--- config.mk ---
export PLATFORM = sky130hd
export DESIGN_NAME = bankreg_i2c_target
export DESIGN_NICKNAME = d
export VERILOG_FILES = /design/src/rtl/bankreg_pkg.sv /design/src/rtl/bankreg_ctrl.sv /design/src/rtl/bankreg_regs.sv /design/src/rtl/bankreg_i2c_target.sv
export SDC_FILE = /design/constraint.sdc
export NUM_CORES = 1
export LEC_CHECK = 0
export ABC_CLOCK_PERIOD_IN_PS = 1900
export BUFFER_PORTS_ARGS = -buffer_cell sky130_fd_sc_hd__buf_2
export CAP_MARGIN = 20
export CORE_ASPECT_RATIO = 1.75
export CORE_MARGIN = 2
export CORE_UTILIZATION = 52
export CTS_BUF_LIST = sky130_fd_sc_hd__clkbuf_4 sky130_fd_sc_hd__clkbuf_8
export DETAILED_ROUTE_END_ITERATION = 12
export GPL_TIMING_DRIVEN = 0
export PLACE_DENSITY = 0.79
export SETUP_SLACK_MARGIN = 0.15
export SLEW_MARGIN = 20
export SYNTH_ARGS = -nofsm -noshare
export SYNTH_HDL_FRONTEND = slang
export SYNTH_SLANG_ARGS = --single-unit
export TNS_END_PERCENT = 30
--- constraint.sdc ---
create_clock -name clk -period 1.9 [get_ports clk]
set_input_delay 0.095 -clock clk [delete_from_list [all_inputs] [get_ports clk]]
set_output_delay 0.095 -clock clk [all_outputs]
set_load 0.01 [all_outputs]
--- src/rtl/bankreg_pkg.sv ---
package bankreg_pkg;
  localparam int BANK_W = 8;
  localparam int PTR_BANK_W = 3;

  typedef enum logic [2:0] {
    GRP_OUT = 3'd1,
    GRP_POL = 3'd2,
    GRP_CFG = 3'd3,
    GRP_MSK = 3'd4
  } grp_e;

  typedef struct packed {
    logic              xferStart;
    logic              xferStop;
    logic              cmdWr;
    logic              dataWr;
    logic [BANK_W-1:0] rxByte;
  } strobe_t;
endpackage

--- src/rtl/bankreg_ctrl.sv ---
module bankreg_ctrl
  import bankreg_pkg::*;
#(
  parameter int SYNC_STAGES = 2
) (
  input  logic       clk,
  input  logic       rstN,
  input  logic       sclIn,
  input  logic       sdaIn,
  input  logic [6:0] devAddr,
  output logic       sdaOe,
  output strobe_t    strb
);
  typedef enum logic [1:0] {ST_IDLE, ST_RECV, ST_ACK, ST_SKIP} state_e;

  logic [SYNC_STAGES:0] sclPipe, sdaPipe;
  logic sclNow, sclOld, sdaNow, sdaOld;
  logic startSeen, stopSeen, sclRise, sclFall;
  state_e state;
  logic [3:0] bitCnt;
  logic [7:0] shiftReg;
  logic [1:0] byteIdx;
  logic addrHit;

  always_ff @(posedge clk) begin
    if (!rstN) begin
      sclPipe <= '1;
      sdaPipe <= '1;
    end else begin
      sclPipe <= {sclPipe[SYNC_STAGES-1:0], sclIn};
      sdaPipe <= {sdaPipe[SYNC_STAGES-1:0], sdaIn};
    end
  end

  assign sclNow    = sclPipe[SYNC_STAGES-1];
  assign sclOld    = sclPipe[SYNC_STAGES];
  assign sdaNow    = sdaPipe[SYNC_STAGES-1];
  assign sdaOld    = sdaPipe[SYNC_STAGES];
  assign startSeen = sclNow && sclOld && sdaOld && !sdaNow;
  assign stopSeen  = sclNow && sclOld && !sdaOld && sdaNow;
  assign sclRise   = sclNow && !sclOld;
  assign sclFall   = !sclNow && sclOld;
  assign addrHit   = (shiftReg[7:1] == devAddr) && !shiftReg[0];

  always_ff @(posedge clk) begin
    if (!rstN) begin
      state    <= ST_IDLE;
      bitCnt   <= '0;
      shiftReg <= '0;
      byteIdx  <= '0;
      sdaOe    <= 1'b0;
    end else if (startSeen) begin
      state   <= ST_RECV;
      bitCnt  <= '0;
      byteIdx <= '0;
      sdaOe   <= 1'b0;
    end else if (stopSeen) begin
      state <= ST_IDLE;
      sdaOe <= 1'b0;
    end else begin
      case (state)
        ST_RECV: begin
          if (sclRise) begin
            shiftReg <= {shiftReg[6:0], sdaNow};
            bitCnt   <= bitCnt + 4'd1;
          end else if (sclFall && bitCnt == 4'd8) begin
            if (byteIdx != 2'd0 || addrHit) begin
              sdaOe <= 1'b1;
              state <= ST_ACK;
            end else begin
              state <= ST_SKIP;
            end
          end
        end
        ST_ACK: begin
          if (sclFall) begin
            sdaOe  <= 1'b0;
            state  <= ST_RECV;
            bitCnt <= '0;
            if (byteIdx != 2'd2) byteIdx <= byteIdx + 2'd1;
          end
        end
        default: ;
      endcase
    end
  end

  always_comb begin
    strb.xferStart = startSeen;
    strb.xferStop  = stopSeen;
    strb.cmdWr     = (state == ST_ACK) && sclRise && (byteIdx == 2'd1);
    strb.dataWr    = (state == ST_ACK) && sclRise && (byteIdx == 2'd2);
    strb.rxByte    = shiftReg;
  end

  assert_sda_moves_on_low_R2: assert property (@(posedge clk) disable iff (!rstN)
    !$stable(sdaOe) |-> ($past(sclFall) || $past(startSeen) || $past(stopSeen)));

  assert_release_after_stop_R1: assert property (@(posedge clk) disable iff (!rstN)
    stopSeen |=> !sdaOe);

  assert_silent_when_skipped_R1: assert property (@(posedge clk) disable iff (!rstN)
    (state == ST_SKIP) |-> !sdaOe);
endmodule

--- src/rtl/bankreg_regs.sv ---
module bankreg_regs
  import bankreg_pkg::*;
#(
  parameter int NUM_BANKS = 5,
  localparam int WIDTH = NUM_BANKS * BANK_W
) (
  input  logic             clk,
  input  logic             rstN,
  input  strobe_t          strb,
  input  logic             commitOnAck,
  output logic [WIDTH-1:0] outReg,
  output logic [WIDTH-1:0] polReg,
  output logic [WIDTH-1:0] cfgReg,
  output logic [WIDTH-1:0] mskReg
);
  localparam logic [PTR_BANK_W-1:0] LAST_BANK = PTR_BANK_W'(NUM_BANKS - 1);

  logic [2:0] ptrGrp;
  logic [PTR_BANK_W-1:0] ptrBank;
  logic autoInc;
  logic dirty;
  logic [NUM_BANKS-1:0] bankSel;
  logic anyBank;
  logic outHit;
  logic unusedCmdBit;

  assign unusedCmdBit = strb.rxByte[6];

  always_ff @(posedge clk) begin
    if (!rstN) begin
      ptrGrp  <= '0;
      ptrBank <= '0;
      autoInc <= 1'b0;
    end else if (strb.cmdWr) begin
      autoInc <= strb.rxByte[7];
      ptrGrp  <= strb.rxByte[5:3];
      ptrBank <= strb.rxByte[2:0];
    end else if (strb.dataWr && autoInc && anyBank) begin
      ptrBank <= (ptrBank == LAST_BANK) ? '0 : ptrBank + 1'b1;
    end
  end

  assign anyBank = |bankSel;
  assign outHit  = strb.dataWr && anyBank && (ptrGrp == GRP_OUT);

  always_ff @(posedge clk) begin
    if (!rstN) dirty <= 1'b0;
    else if (strb.xferStart || strb.xferStop || strb.cmdWr) dirty <= 1'b0;
    else if (outHit && !commitOnAck) dirty <= 1'b1;
  end

  for (genvar b = 0; b < NUM_BANKS; b++) begin : g_bank
    localparam int LO = b * BANK_W;
    logic [BANK_W-1:0] outB, stageB, polB, cfgB, mskB;
    logic hit;

    assign bankSel[b] = (ptrBank == PTR_BANK_W'(b));
    assign hit = strb.dataWr && bankSel[b];

    always_ff @(posedge clk) begin
      if (!rstN) begin
        outB   <= '0;
        stageB <= '0;
        polB   <= '0;
        cfgB   <= '0;
        mskB   <= '0;
      end else begin
        if (strb.cmdWr) begin
          stageB <= outB;
        end else if (hit && ptrGrp == GRP_OUT) begin
          stageB <= strb.rxByte;
          if (commitOnAck) outB <= strb.rxByte;
        end
        if (strb.xferStop && dirty) outB <= stageB;
        if (hit && ptrGrp == GRP_POL) polB <= strb.rxByte;
        if (hit && ptrGrp == GRP_CFG) cfgB <= strb.rxByte;
        if (hit && ptrGrp == GRP_MSK) mskB <= strb.rxByte;
      end
    end

    assign outReg[LO +: BANK_W] = outB;
    assign polReg[LO +: BANK_W] = polB;
    assign cfgReg[LO +: BANK_W] = cfgB;
    assign mskReg[LO +: BANK_W] = mskB;
  end

  assert_out_change_cause_R7: assert property (@(posedge clk) disable iff (!rstN)
    !$stable(outReg) |-> ($past(strb.dataWr) || $past(strb.xferStop)));

  assert_stopmode_holds_R6: assert property (@(posedge clk) disable iff (!rstN)
    (strb.dataWr && !commitOnAck) |=> $stable(outReg));

  assert_cfg_change_cause_R8: assert property (@(posedge clk) disable iff (!rstN)
    !$stable(cfgReg) |-> $past(strb.dataWr));
endmodule

--- src/rtl/bankreg_i2c_target.sv ---
module bankreg_i2c_target
  import bankreg_pkg::*;
#(
  parameter int NUM_BANKS   = 5,
  parameter int SYNC_STAGES = 2,
  localparam int WIDTH = NUM_BANKS * BANK_W
) (
  input  logic             clk,
  input  logic             rstN,
  input  logic             sclIn,
  input  logic             sdaIn,
  output logic             sdaOe,
  input  logic [6:0]       devAddr,
  input  logic             commitOnAck,
  input  logic             oeIn,
  input  logic             oePol,
  output logic             portEn,
  output logic [WIDTH-1:0] portOut,
  output logic [WIDTH-1:0] polBits,
  output logic [WIDTH-1:0] cfgBits,
  output logic [WIDTH-1:0] maskBits
);
  strobe_t strb;
  logic [WIDTH-1:0] outReg;

  bankreg_ctrl #(.SYNC_STAGES(SYNC_STAGES)) u_ctrl (
    .clk(clk), .rstN(rstN), .sclIn(sclIn), .sdaIn(sdaIn),
    .devAddr(devAddr), .sdaOe(sdaOe), .strb(strb)
  );

  bankreg_regs #(.NUM_BANKS(NUM_BANKS)) u_regs (
    .clk(clk), .rstN(rstN), .strb(strb), .commitOnAck(commitOnAck),
    .outReg(outReg), .polReg(polBits), .cfgReg(cfgBits), .mskReg(maskBits)
  );

  assign portEn  = (oeIn == oePol);
  assign portOut = portEn ? outReg : '0;
endmodule

# [Word-level counts from Yosys, hierarchy flattened]
# Index checks and enable logic that the tools add are counted.
# Widths: inputs -> output; s select.
[classes] n_addsub=3 eq_ne=25 n_mux=45 bitwise_logic=3 n_reduce_logical=83
[op_table] cell="$mux 8" count=26
[op_table] cell="$logic_and 1x1->1" count=43
[op_table] cell="$mux 40" count=1
[op_table] cell="$reduce_bool 2->1" count=14
[op_table] cell="$reduce_and 4->1" count=5
[op_table] cell="$reduce_and 3->1" count=5
[op_table] cell="$eq 3x2->1 const B" count=4
[op_table] cell="$mux 3" count=3
[op_table] cell="$mux 4" count=2
[op_table] cell="$ne 2x1->1 const B" count=4
[op_table] cell="$ne 4x1->1 const B" count=2
[op_table] cell="$pmux 4 s2" count=1
[op_table] cell="$eq 7x7->1" count=1
[op_table] cell="$mux 1" count=7
[op_table] cell="$eq 3x1->1 const B" count=2
[op_table] cell="$eq 3x3->1 const B" count=2
[op_table] cell="$logic_not 1->1" count=6
[op_table] cell="$mux 2" count=3
[op_table] cell="$ne 2x2->1 const B" count=3
[op_table] cell="$reduce_and 5->1" count=1
[op_table] cell="$reduce_or 5->1" count=1
[op_table] cell="$add 4x1->4 const B" count=1
[op_table] cell="$eq 2x1->1 const B" count=2
[op_table] cell="$eq 2x2->1 const B" count=2
[op_table] cell="13 further kinds" count=18
[word_totals] reg_bits=231 in_bits=14 word_cells=196

# [Depth between registers and ports, before layout]
# Gate-level depths: netlist of the first run.
[depth] depth_word=9 ltp_mapped=10 depth_no_buf=7

# [Hierarchy]
# Synthesis of the first run repeated with hierarchy kept, for this count alone.
[unflattened] hier_cells=1275 hier_area_um2=10819.1
[modules_own_cells] module="bankreg_regs" instances=1 cells_per_inst=1088 area_each_um2=9339.0 seq_area_each_um2=4164.0
[modules_own_cells] module="bankreg_ctrl" instances=1 cells_per_inst=142 area_each_um2=1193.6 seq_area_each_um2=460.4
[modules_own_cells] module="bankreg_i2c_target" instances=1 cells_per_inst=45 area_each_um2=286.5 seq_area_each_um2=0.0

# [Worst setup path before layout of the first run]
# Ideal clock, no wire load.
[synth_timing] kind="register to register" start="register u_ctrl.state[0]" end="register u_regs.g_bank[3].cfgB[0]" arrival_time_ns=1.723 required_ns=1.784 setup_slack_ns=0.061 stages_incl_launch_ff=11 n_path_buf=3 period_less_slack_ns=1.839 path_cell_list="dfxtp_1 -> inv_1 -> ha_1 -> and4b_1 -> buf_4 -> and2_0 -> buf_2 -> nand2b_1 -> buf_4 -> mux2i_1 -> nor2b_1"
[synth_via] elab_chain_len=5
[synth_lines] item="start: declaration" line="bankreg_ctrl.sv:19" source="state_e state;"
[synth_lines] item="start signal: assignment" line="bankreg_ctrl.sv:47" source="state <= ST_IDLE;"
[synth_lines] item="start signal: assignment" line="bankreg_ctrl.sv:53" source="state <= ST_RECV;"
[synth_lines] item="start signal: assignment" line="bankreg_ctrl.sv:58" source="state <= ST_IDLE;"
[synth_lines] item="$eq 2x2->1" line="bankreg_ctrl.sv:92" source="strb.dataWr = (state == ST_ACK) && sclRise && (byteIdx == 2'd2);"
[synth_lines] item="$logic_and 1x1->1 (2 in a row)" line="bankreg_ctrl.sv:92"
[synth_lines] item="$logic_and 1x1->1" line="bankreg_regs.sv:58" source="assign hit = strb.dataWr && bankSel[b];"
[synth_lines] item="$logic_and 1x1->1" line="bankreg_regs.sv:76" source="if (hit && ptrGrp == GRP_CFG) cfgB <= strb.rxByte;"
[synth_lines] item="end signal: assignment" line="bankreg_regs.sv:76"
[synth_lines] item="end: declaration" line="bankreg_regs.sv:54" source="logic [BANK_W-1:0] outB, stageB, polB, cfgB, mskB;"
# Every way passes these cells.
# A chain may end at the register's enable or synchronous reset.

# [Final worst setup path of the first run]
[layout_timing] start="register u_ctrl.state[0]" end="register u_regs.g_bank[0].cfgB[6]"
[layout_via] elab_chain_len=5
[layout_lines] item="$eq 2x2->1" line="bankreg_ctrl.sv:92"
[layout_lines] item="$logic_and 1x1->1 (2 in a row)" line="bankreg_ctrl.sv:92"
[layout_lines] item="$logic_and 1x1->1" line="bankreg_regs.sv:58"
[layout_lines] item="$logic_and 1x1->1" line="bankreg_regs.sv:76"
[layout_lines] item="end signal: assignment" line="bankreg_regs.sv:76"
[layout_lines] item="end: declaration" line="bankreg_regs.sv:54"
# Every way passes these cells.

==> results.cfg, run 1 <==
[logic_synthesis]
synth_warnings = 0
yosysTopAreaCellShare = 0.460
netlist_area_um2 = 10100
synthCells = 1101
synthArstFlopShare = 0
synth_area_leader_cell = dfxtp_1
ys.flop_type = dfxtp_1
avgSynthCellArea_um2 = 9.14
synth-edff-count = 0
synth_area_leaders = dfxtp_1 (46%), mux2i_1 (13%), nor2b_1 (7.5%)
ys_types = 53
ys_seq_area_frac = 0.460
synth_seq_cells = 231
syn-num-nets = 1127

[grt]
grt_max_degree = 11
first_global_vias = 8837
gr-total-overflow = 0
grt_pass1_wl_um = 46300
grt_use_total = 0.285
antenna_found_initial = 0

[placement]
dp_hpwl_um = 20300
gp_congestion = 0.933
io_buffer_count = 174
dp_slack_ps = -242
dpl.cell_count = 1516

[floorplanning]
num_io_pins = 176
start_util = 0.529
rows = 67
die_height_um = 188
dieArea_um2 = 20500
core_area_um2 = 19000
die_w_um = 109

[min_path]
hold_start = rstN
min-delay-path-class = in2reg
holdPathStages = 3

[sta]
period_minus_slack_ps = 1870
finalHoldViolCount = 0
period_share = 0.982
relSlewSlack = 0.510
setup_ws_ps = 34.4
finalSetupViolCount = 0
slew_violations = 0
fmax_mhz = 536
holdWs_ps = 54.8
rsz0062_at_grt = yes
tightest_slew_ps = 734
skew_ps = 17.6

[clock_tree]
cts_buffer_depth = 3
cts_tree = built
clockRootBuffer = clkbuf_8
numClockSinks = 231
numCtsBuffers = 34
clock_latency_ps = 520
htreeDepth = 2
path_clk_slew_ps = 70

[finish]
area_delta_synth_final_pct = 25.7
multi_input_area_um2 = 5300
drive_gt1_frac = 0.279
utilization = 0.665
fin_nets = 1363
fin_cells = 1602
seqCellArea_um2 = 4640
diodes = 0
fill_cells = 1527

[setup_path]
critPathKind = reg2reg
worstPathArrival_ps = 2270
worstPathRequired_ps = 2300
r2r_cells = 9
startpoint_type = register
r2r_start = u_ctrl.state[0]
startpoint = u_ctrl.state[0]
critical_path_peak_fanout = 8
worstSetupEndpointType = register

[route]
drt-wirelength-per-cell_um = 18.5
routed_via_density = 5.59
vias = 8953
postRouteWirelength_um = 29600
first_iter_violations = 456
drcViolationCount = 0
antenna_left = 0
dr.pass1.iters = 5

[power_and_ir_drop]
power.leakage_uw = 0.00504
peakVddDrop_mv = 0.825
p_per_area_nw_per_um2 = 778

[run_status]
status = finished clean

[flow_run]
max_cap_violations = 0
==> cell usage after synthesis (all sizes together) (3+ instances only) <==
master  count
nand2b     10
buf        14
clkbuf     68
nand4b      3
nor3b       4
dfxtp     231
xor2        7
xnor2       3
nor2b     121
ha         12
a21oi      14
nand2     180
nor2       32
inv        10
and3        5
a21boi     13
nand3      17
a31oi      73
and2       42
o21ai      84
mux2i     130
==> cell type report <==
cell class / count / share of cell area
Clock inverter: 6 / 0.00287
Tap cell: 241 / 0.0238
Multi-Input combinational cell: 778 / 0.419
Timing Repair Buffer: 201 / 0.0957
Inverter: 10 / 0.00297
Buffer: 81 / 0.0354
Clock buffer: 54 / 0.0533
Sequential cell: 231 / 0.367
==> logic make-up after synthesis <==
logic type / Yosys count / share of synthesized area
flops: 231 / 0.460
mux: 130 / 0.129
simple gates: 429 / 0.235
xor+xnor: 10 / 0.00871
buf+inv: 92 / 0.0378
fa+ha+maj: 12 / 0.0149
compound gates: 197 / 0.114
==> sequential cells by signal, indices dropped and copies added (netlist names) <==
signal,count
u_regs.g_bank.outB,40
u_ctrl.shiftReg,8
u_regs.ptrBank,3
u_ctrl.sdaOe,1
u_regs.g_bank.cfgB,40
u_regs.g_bank.polB,40
u_ctrl.bitCnt,4
u_regs.ptrGrp,3
u_regs.g_bank.mskB,40
u_ctrl.state,2
u_ctrl.byteIdx,2
u_regs.autoInc,1
u_regs.dirty,1
u_ctrl.sclPipe,3
u_regs.g_bank.stageB,40
u_ctrl.sdaPipe,3
==> report_power, final <==
part | switching [uW] | internal, uW | leakage, uW
combinational | 402 | 318 | 0.00280
sequential | 55.4 | 4900 | 0.00186
clock | 1900 | 2260 | 0.000380
==> layout by cell type (no fill, tap or decap), types with 8 or more instances in the layout <==
cell      synthesis  routed
a21boi_0         13      12
buf_2             7     178
ha_1             12       8
o21ai_0          84      83
clkbuf_8          0      47
nand3_1          12      11
a31oi_1          73      72
clkbuf_4          0      12
dfxtp_1         231     225
mux2i_1         130     126
buf_4             3      13
clkbuf_1         68      41
nor2_4           10      18
and2_1           41      40
nor2_1           14      11
clkbuf_2          0      22
nor2b_1         121     121
nand2_2           0      19
a21oi_1          14      12
buf_12            0      10
nand2_1         179     159
==> per-layer routing <==
metal  vias up  track usage  routed length [um]
met3       110       0.0497                1900
met5         -            0                   0
met2       396        0.509               15200
met1      4231        0.307               10700
met4         0        0.165                1760
li1       4216            -                   -
==> worst paths after layout <==
kind / end / slack [ps]
setup / recovery: u_regs.g_bank[0].cfgB[6] / 30
hold / removal: u_ctrl.bitCnt[2] / 50
setup reg to reg: u_regs.g_bank[0].cfgB[6] / 30
hold reg to reg: u_ctrl.sclPipe[1] / 410
==> stage by stage <==
step	instance area (um2)	setup TNS, ps	total power (uW)
after floorplan	10100	0	5490
after global placement	11300	-12020	5650
after detailed placement	11300	-16230	5670
after CTS	12500	0	9840
after global routing	12600	-663	10200
final	12600	0	9840
==> critical path, cell delays in order, from the launching register on <==
cell and delay [ps]:
dfxtp_2 340, inv_2 60, ha_4 150, and4b_1 210, buf_6 160, nand3_4 200
nor2_4 180, buf_12 160, mux2i_2 220, nor2b_1 70
==> what timing repair did <==
item | in CTS | in global routing
hold buffers | 3 | 0
setup endpoints to repair | 217 | 220
hold endpoints to repair | 3 | 0
resized for setup | 72 | 50
pin swaps | 31 | 85
buffers inserted | 18 | 6
cloned | 0 | 0
(Power assumes the default switching activity.)
==> run 2: changes to the inputs <==
ABC_CLOCK_PERIOD_IN_PS = default   (was 1900)
clock period = 1.7 ns   (was 1.9 ns; I/O delays follow)
==> run 2 against run 1 <==
- the run now ends with setup timing left
- hold slack got worse by 2.3 ps
- first-iteration DRC count is 1.1% lower
- sequential share of layout area decreased by 0.24 points
- critical path type unchanged
- highest routed layer unchanged
==> results.cfg, run 2 (same netlist as run 1, synthesis figures left out) <==
[run_status]
status = complete, but fails checks
violations = setup timing

[setup_path]
r2r_start = u_ctrl.state[1]
critical_path_peak_fanout = 7
r2r_slack_ps = -160
startpoint_type = register
critPathBufInv = 1
r2r-end = u_ctrl.bitCnt[2]
r2r_cells = 6
worstPathCellList = inv_2, ha_2, a21o_1, a211o_4, or4b_4, a21oi_2
cp.depth = 6
slowest_delay_ps = 490
critPathKind = reg2reg
worstPathArrival_ps = 2280
crit_family = compound AO/OA/AOI/OAI gates
cp_slowest_cell = or4b_4
worstSetupEndpointType = register
worstPathRequired_ps = 2130

[placement]
dp_slack_ps = -440
io_buffer_count = 174
gp_congestion = 0.939
dp_hpwl_um = 20400

[clock_tree]
path_clk_slew_ps = 70
numClockSinks = 231
htreeDepth = 2
cts_tree = built
cts_buffer_depth = 3
clockRootBuffer = clkbuf_8
clock_latency_ps = 510
numCtsBuffers = 34

[finish]
diodes = 0
area_delta_synth_final_pct = 26.7
mostFrequentLayoutCells = dfxtp_1 (222), buf_2 (180), nand2_1 (162)
drive_gt1_frac = 0.287
fin_nets = 1367
final_common_cell = dfxtp_1

[floorplanning]
start_util = 0.529
die_w_um = 109
dieArea_um2 = 20500
die_height_um = 188
rows = 67
num_io_pins = 176
core_area_um2 = 19000

[sta]
finalHoldViolCount = 0
finalSetupViolCount = 170
period_minus_slack_ps = 1860
fmax_mhz = 539
slew_violations = 0
rsz0062_at_grt = yes
tightest_slew_ps = 668
skew_ps = 19.6
tns_ps = -10760
setup_ws_ps = -155
period_share = 1.09
holdWs_ps = 52.6
relSlewSlack = 0.554

[route]
drt-wirelength-per-cell_um = 18.5
antenna_left = 0
dr.pass1.iters = 5
drcViolationCount = 0
vias = 8828
postRouteWirelength_um = 29700
first_iter_violations = 451
routed_via_density = 5.51

[power_and_ir_drop]
p_int_uw = 8430
power.leakage_uw = 0.00510
power.total_uw = 11100
clkPwrFrac = 0.421
peakVddDrop_mv = 0.707
share_seq_of_total_power = 0.500
combPwrFrac = 0.079
p_per_area_nw_per_um2 = 870
switching_share = 0.240
switchingPower_uw = 2660

[flow_run]
max_cap_violations = 0

[min_path]
hold_end = u_ctrl.bitCnt[0]
min-delay-path-class = in2reg
holdPathStages = 3
hold_start = rstN

[grt]
gr-total-overflow = 0
first_global_vias = 8734
grt_max_degree = 11
antenna_found_initial = 0
grt_use_total = 0.282
grt_pass1_wl_um = 45600
-- run 2: cell count changes in the layout (fill, tap and decap cells not counted), moves of 3 or more --
cell / before / now
buf_6: 4 / 14
clkbuf_1: 41 / 34
clkbuf_4: 12 / 7
mux2i_1: 126 / 130
mux2i_2: 4 / 0
dfxtp_1: 225 / 222
dfxtp_2: 4 / 7
nand2_1: 159 / 162
nand2_2: 19 / 16
-- run 2: power groups by stage --
stage	logic [uW]	clock network [uW]	registers (uW)
final	876	4670	5540
after global routing	952	4920	5550
after CTS	774	4710	5540
after detailed placement	720	0	5650
after global placement	699	0	5650
after floorplan	528	0	5650
-- run 2: routing by layer --
layer / part of all wire / up-vias / track usage / wire, um
li1: - / 4212 / - / -
met2: 0.52 / 375 / 0.503 / 15300
met5: 0 / - / 0 / 0
met1: 0.36 / 4130 / 0.303 / 10800
met4: 0.060 / 0 / 0.170 / 1780
met3: 0.060 / 111 / 0.0459 / 1770
-- run 2: worst max path at each step --
stage                      start  slack [ps]                         end
3_5_place_dp   u_ctrl.byteIdx[1]        -440  u_regs.g_bank[2].stageB[4]
6_report         u_ctrl.state[1]        -160            u_ctrl.bitCnt[2]
3_3_place_gp   u_ctrl.byteIdx[1]        -430  u_regs.g_bank[2].stageB[3]
2_1_floorplan    u_ctrl.state[0]         -40            u_ctrl.bitCnt[2]
5_1_grt          u_ctrl.state[0]        -240    u_regs.g_bank[0].polB[0]
4_1_cts          u_ctrl.state[0]        -140            u_ctrl.bitCnt[2]
-- run 2: repair_timing --
| item | in CTS | in global routing |
|---|---|---|
| setup buffers | 20 | 8 |
| gates resized for setup | 90 | 41 |
| endpoints found under the setup margin | 232 | 216 |
| pin swaps | 57 | 52 |
| hold buffers | 3 | 0 |
| hold endpoints to repair | 3 | 0 |
-- run 2: layout make-up --
class	count	area [um2]
Clock buffer	52	684
Tap cell	241	302
Clock inverter	4	22.5
Sequential cell	231	4640
Fill cell	1547	6290
Inverter	10	40.0
Buffer	81	468
Timing Repair Buffer	205	1270
Multi-Input combinational cell	778	5320
-- run 2: worst reg2reg max path: cells and delay by family (launching register included) --
kind / cells / cell delay, ps
AOI/OAI and AO/OA: 3 / 730
and+or+nand+nor: 1 / 490
DFF: 1 / 370
adders and majority gates: 1 / 160
buffers and inverters: 1 / 40
-- run 2: per-stage QoR --
step	instance area (um2)	util	std cells
6_report	12700	0.670	1602
5_1_grt	12700	0.670	1602
4_1_cts	12500	0.659	1594
3_5_place_dp	11300	0.594	1516
3_3_place_gp	11300	0.594	1516
2_1_floorplan	10100	-	1101
==> run 3: changes to the inputs <==
CORE_UTILIZATION = 44   (was 52)
MAX_ROUTING_LAYER = met4   (was default)
PLACE_DENSITY = 0.69   (was 0.79)
==> run 3 against run 2 <==
- the flow still finishes with violations (setup timing)
- combinational power is 2.5% higher
- power is 2.7% higher
- die area is 18% higher
- critical path type unchanged
- critical path depth stayed put
==> results.cfg, run 3 (same netlist as run 1, synthesis figures left out) <==
[clock_tree]
clock_latency_ps = 530
clockRootBuffer = clkbuf_8
numClockSinks = 231
htreeDepth = 2
cts_buffer_depth = 3
numCtsBuffers = 36
cts_tree = built
path_clk_slew_ps = 70

[sta]
relSlewSlack = 0.492
tns_ps = -16890
slew_violations = 0
finalHoldViolCount = 0
finalSetupViolCount = 200
holdWs_ps = 130
tightest_slew_ps = 762
rsz0062_at_grt = yes
period_share = 1.09
skew_ps = 25.7
setup_ws_ps = -156
period_minus_slack_ps = 1860
fmax_mhz = 539

[floorplanning]
die_height_um = 204
die_w_um = 118
start_util = 0.446
core_area_um2 = 22600
num_io_pins = 176
rows = 73
dieArea_um2 = 24100

[flow_run]
max_cap_violations = 0

[setup_path]
worstPathRequired_ps = 2170
slowest_delay_ps = 520
worstSetupEndpointType = register
worstPathCellList = inv_2, ha_4, a21o_1, a211o_4, or4b_4, a21oi_2
cp_slowest_cell = or4b_4
crit_family = compound AO/OA/AOI/OAI gates
startpoint = u_ctrl.state[0]
worstPathArrival_ps = 2320
startpoint_type = register
critPathBufInv = 1
critical_path_peak_fanout = 7
critPathKind = reg2reg
r2r_start = u_ctrl.state[0]

[power_and_ir_drop]
peakVddDrop_mv = 0.684
p_per_area_nw_per_um2 = 885
power.leakage_uw = 0.00507

[placement]
dpl.cell_count = 1575
io_buffer_count = 174
gp_congestion = 0.884
dp_hpwl_um = 21000

[grt]
grt_max_degree = 11
grt_pass1_wl_um = 47300
gr-total-overflow = 0
grt_use_total = 0.253
antenna_found_initial = 0
first_global_vias = 8778

[finish]
final_common_cell = dfxtp_1
utilization = 0.571
fin_cells = 1660
area_delta_synth_final_pct = 27.9
fill_cells = 2061
fin_nets = 1364
drive_gt1_frac = 0.294
mostFrequentLayoutCells = dfxtp_1 (222), buf_2 (176), nand2_1 (159)

[run_status]
status = complete, but fails checks
violations = setup timing

[route]
first_iter_violations = 651
antenna_left = 0
vias = 8794
dr.pass1.iters = 5
drt-wirelength-per-cell_um = 18.2
drcViolationCount = 0
postRouteWirelength_um = 30200
routed_via_density = 5.30

[min_path]
hold_start = rstN
min-delay-path-class = in2reg
[run 3: changes by cell type in the layout (fill, tap and decap cells not counted), moves of 2 or more]
cell       delta
mux2i_1       -7
clkbuf_8      -5
dfxtp_4       +3
clkbuf_2      +2
buf_6         -7
mux2i_2       +7
nand2_1       -3
buf_2         -4
bufinv_16     +2
clkbuf_4      +9
dfxtp_2       -3
nand2_2       +3
[run 3: worst min-delay path, cell delays in order]
cell and delay, ps:
buf_6 120, clkbuf_1 280, nand2b_1 140
[run 3: layer usage]
layer  vias up  share of wire  routed length, um  GRT usage
met1      4171           0.37              11300      0.266
met4         0          0.048               1440      0.140
met3        86          0.054               1640     0.0335
li1       4216              -                  -          -
met2       321           0.52              15800      0.454
met5         -              0                  0          -
[run 3: power by group]
part           internal (uW)  leakage, uW  total [uW]  switching, uW
combinational            417      0.00281         898            481
clock                   2820     0.000400        4940           2120
sequential              5480      0.00187        5550           65.3
[run 3: layout make-up]
type / count / area, um2 / area share
Clock buffer: 54 / 674 / 0.0524
Sequential cell: 231 / 4650 / 0.361
Antenna cell: 1 / 2.50 / 0.000194
Timing Repair Buffer: 200 / 1230 / 0.0953
Inverter: 10 / 42.5 / 0.00330
Buffer: 81 / 462 / 0.0359
Clock inverter: 5 / 75.1 / 0.00583
Multi-Input combinational cell: 778 / 5370 / 0.417
Tap cell: 300 / 375 / 0.0292
[run 3: worst paths after layout]
| kind | endpoint | cells after the start | slack [ps] |
|---|---|---|---|
| worst max-delay path | u_ctrl.bitCnt[2] | 6 | -160 |
| worst min-delay path | u_ctrl.sdaPipe[1] | 3 | 130 |
| worst max register to register | u_ctrl.bitCnt[2] | 6 | -160 |
| worst min register to register | u_ctrl.sclPipe[1] | 1 | 410 |
[run 3: metrics by stage]
stage / cell area (um2) / power, uW / worst slack [ps]
finish: 12900 / 11400 / -156
global route: 12900 / 11800 / -256
CTS: 12600 / 11300 / -161
detailed placement: 11400 / 6380 / -415
global placement: 11400 / 6360 / -399
floorplan: 10100 / 6170 / -40.4
[run 3: repair_timing]
item                                    in CTS  in global routing
pin swaps                                   59                 41
resized for setup                           83                 57
hold endpoints to repair                     3                  5
hold buffers                                 3                  1
endpoints found under the setup margin     227                230
setup buffers                               17                  5
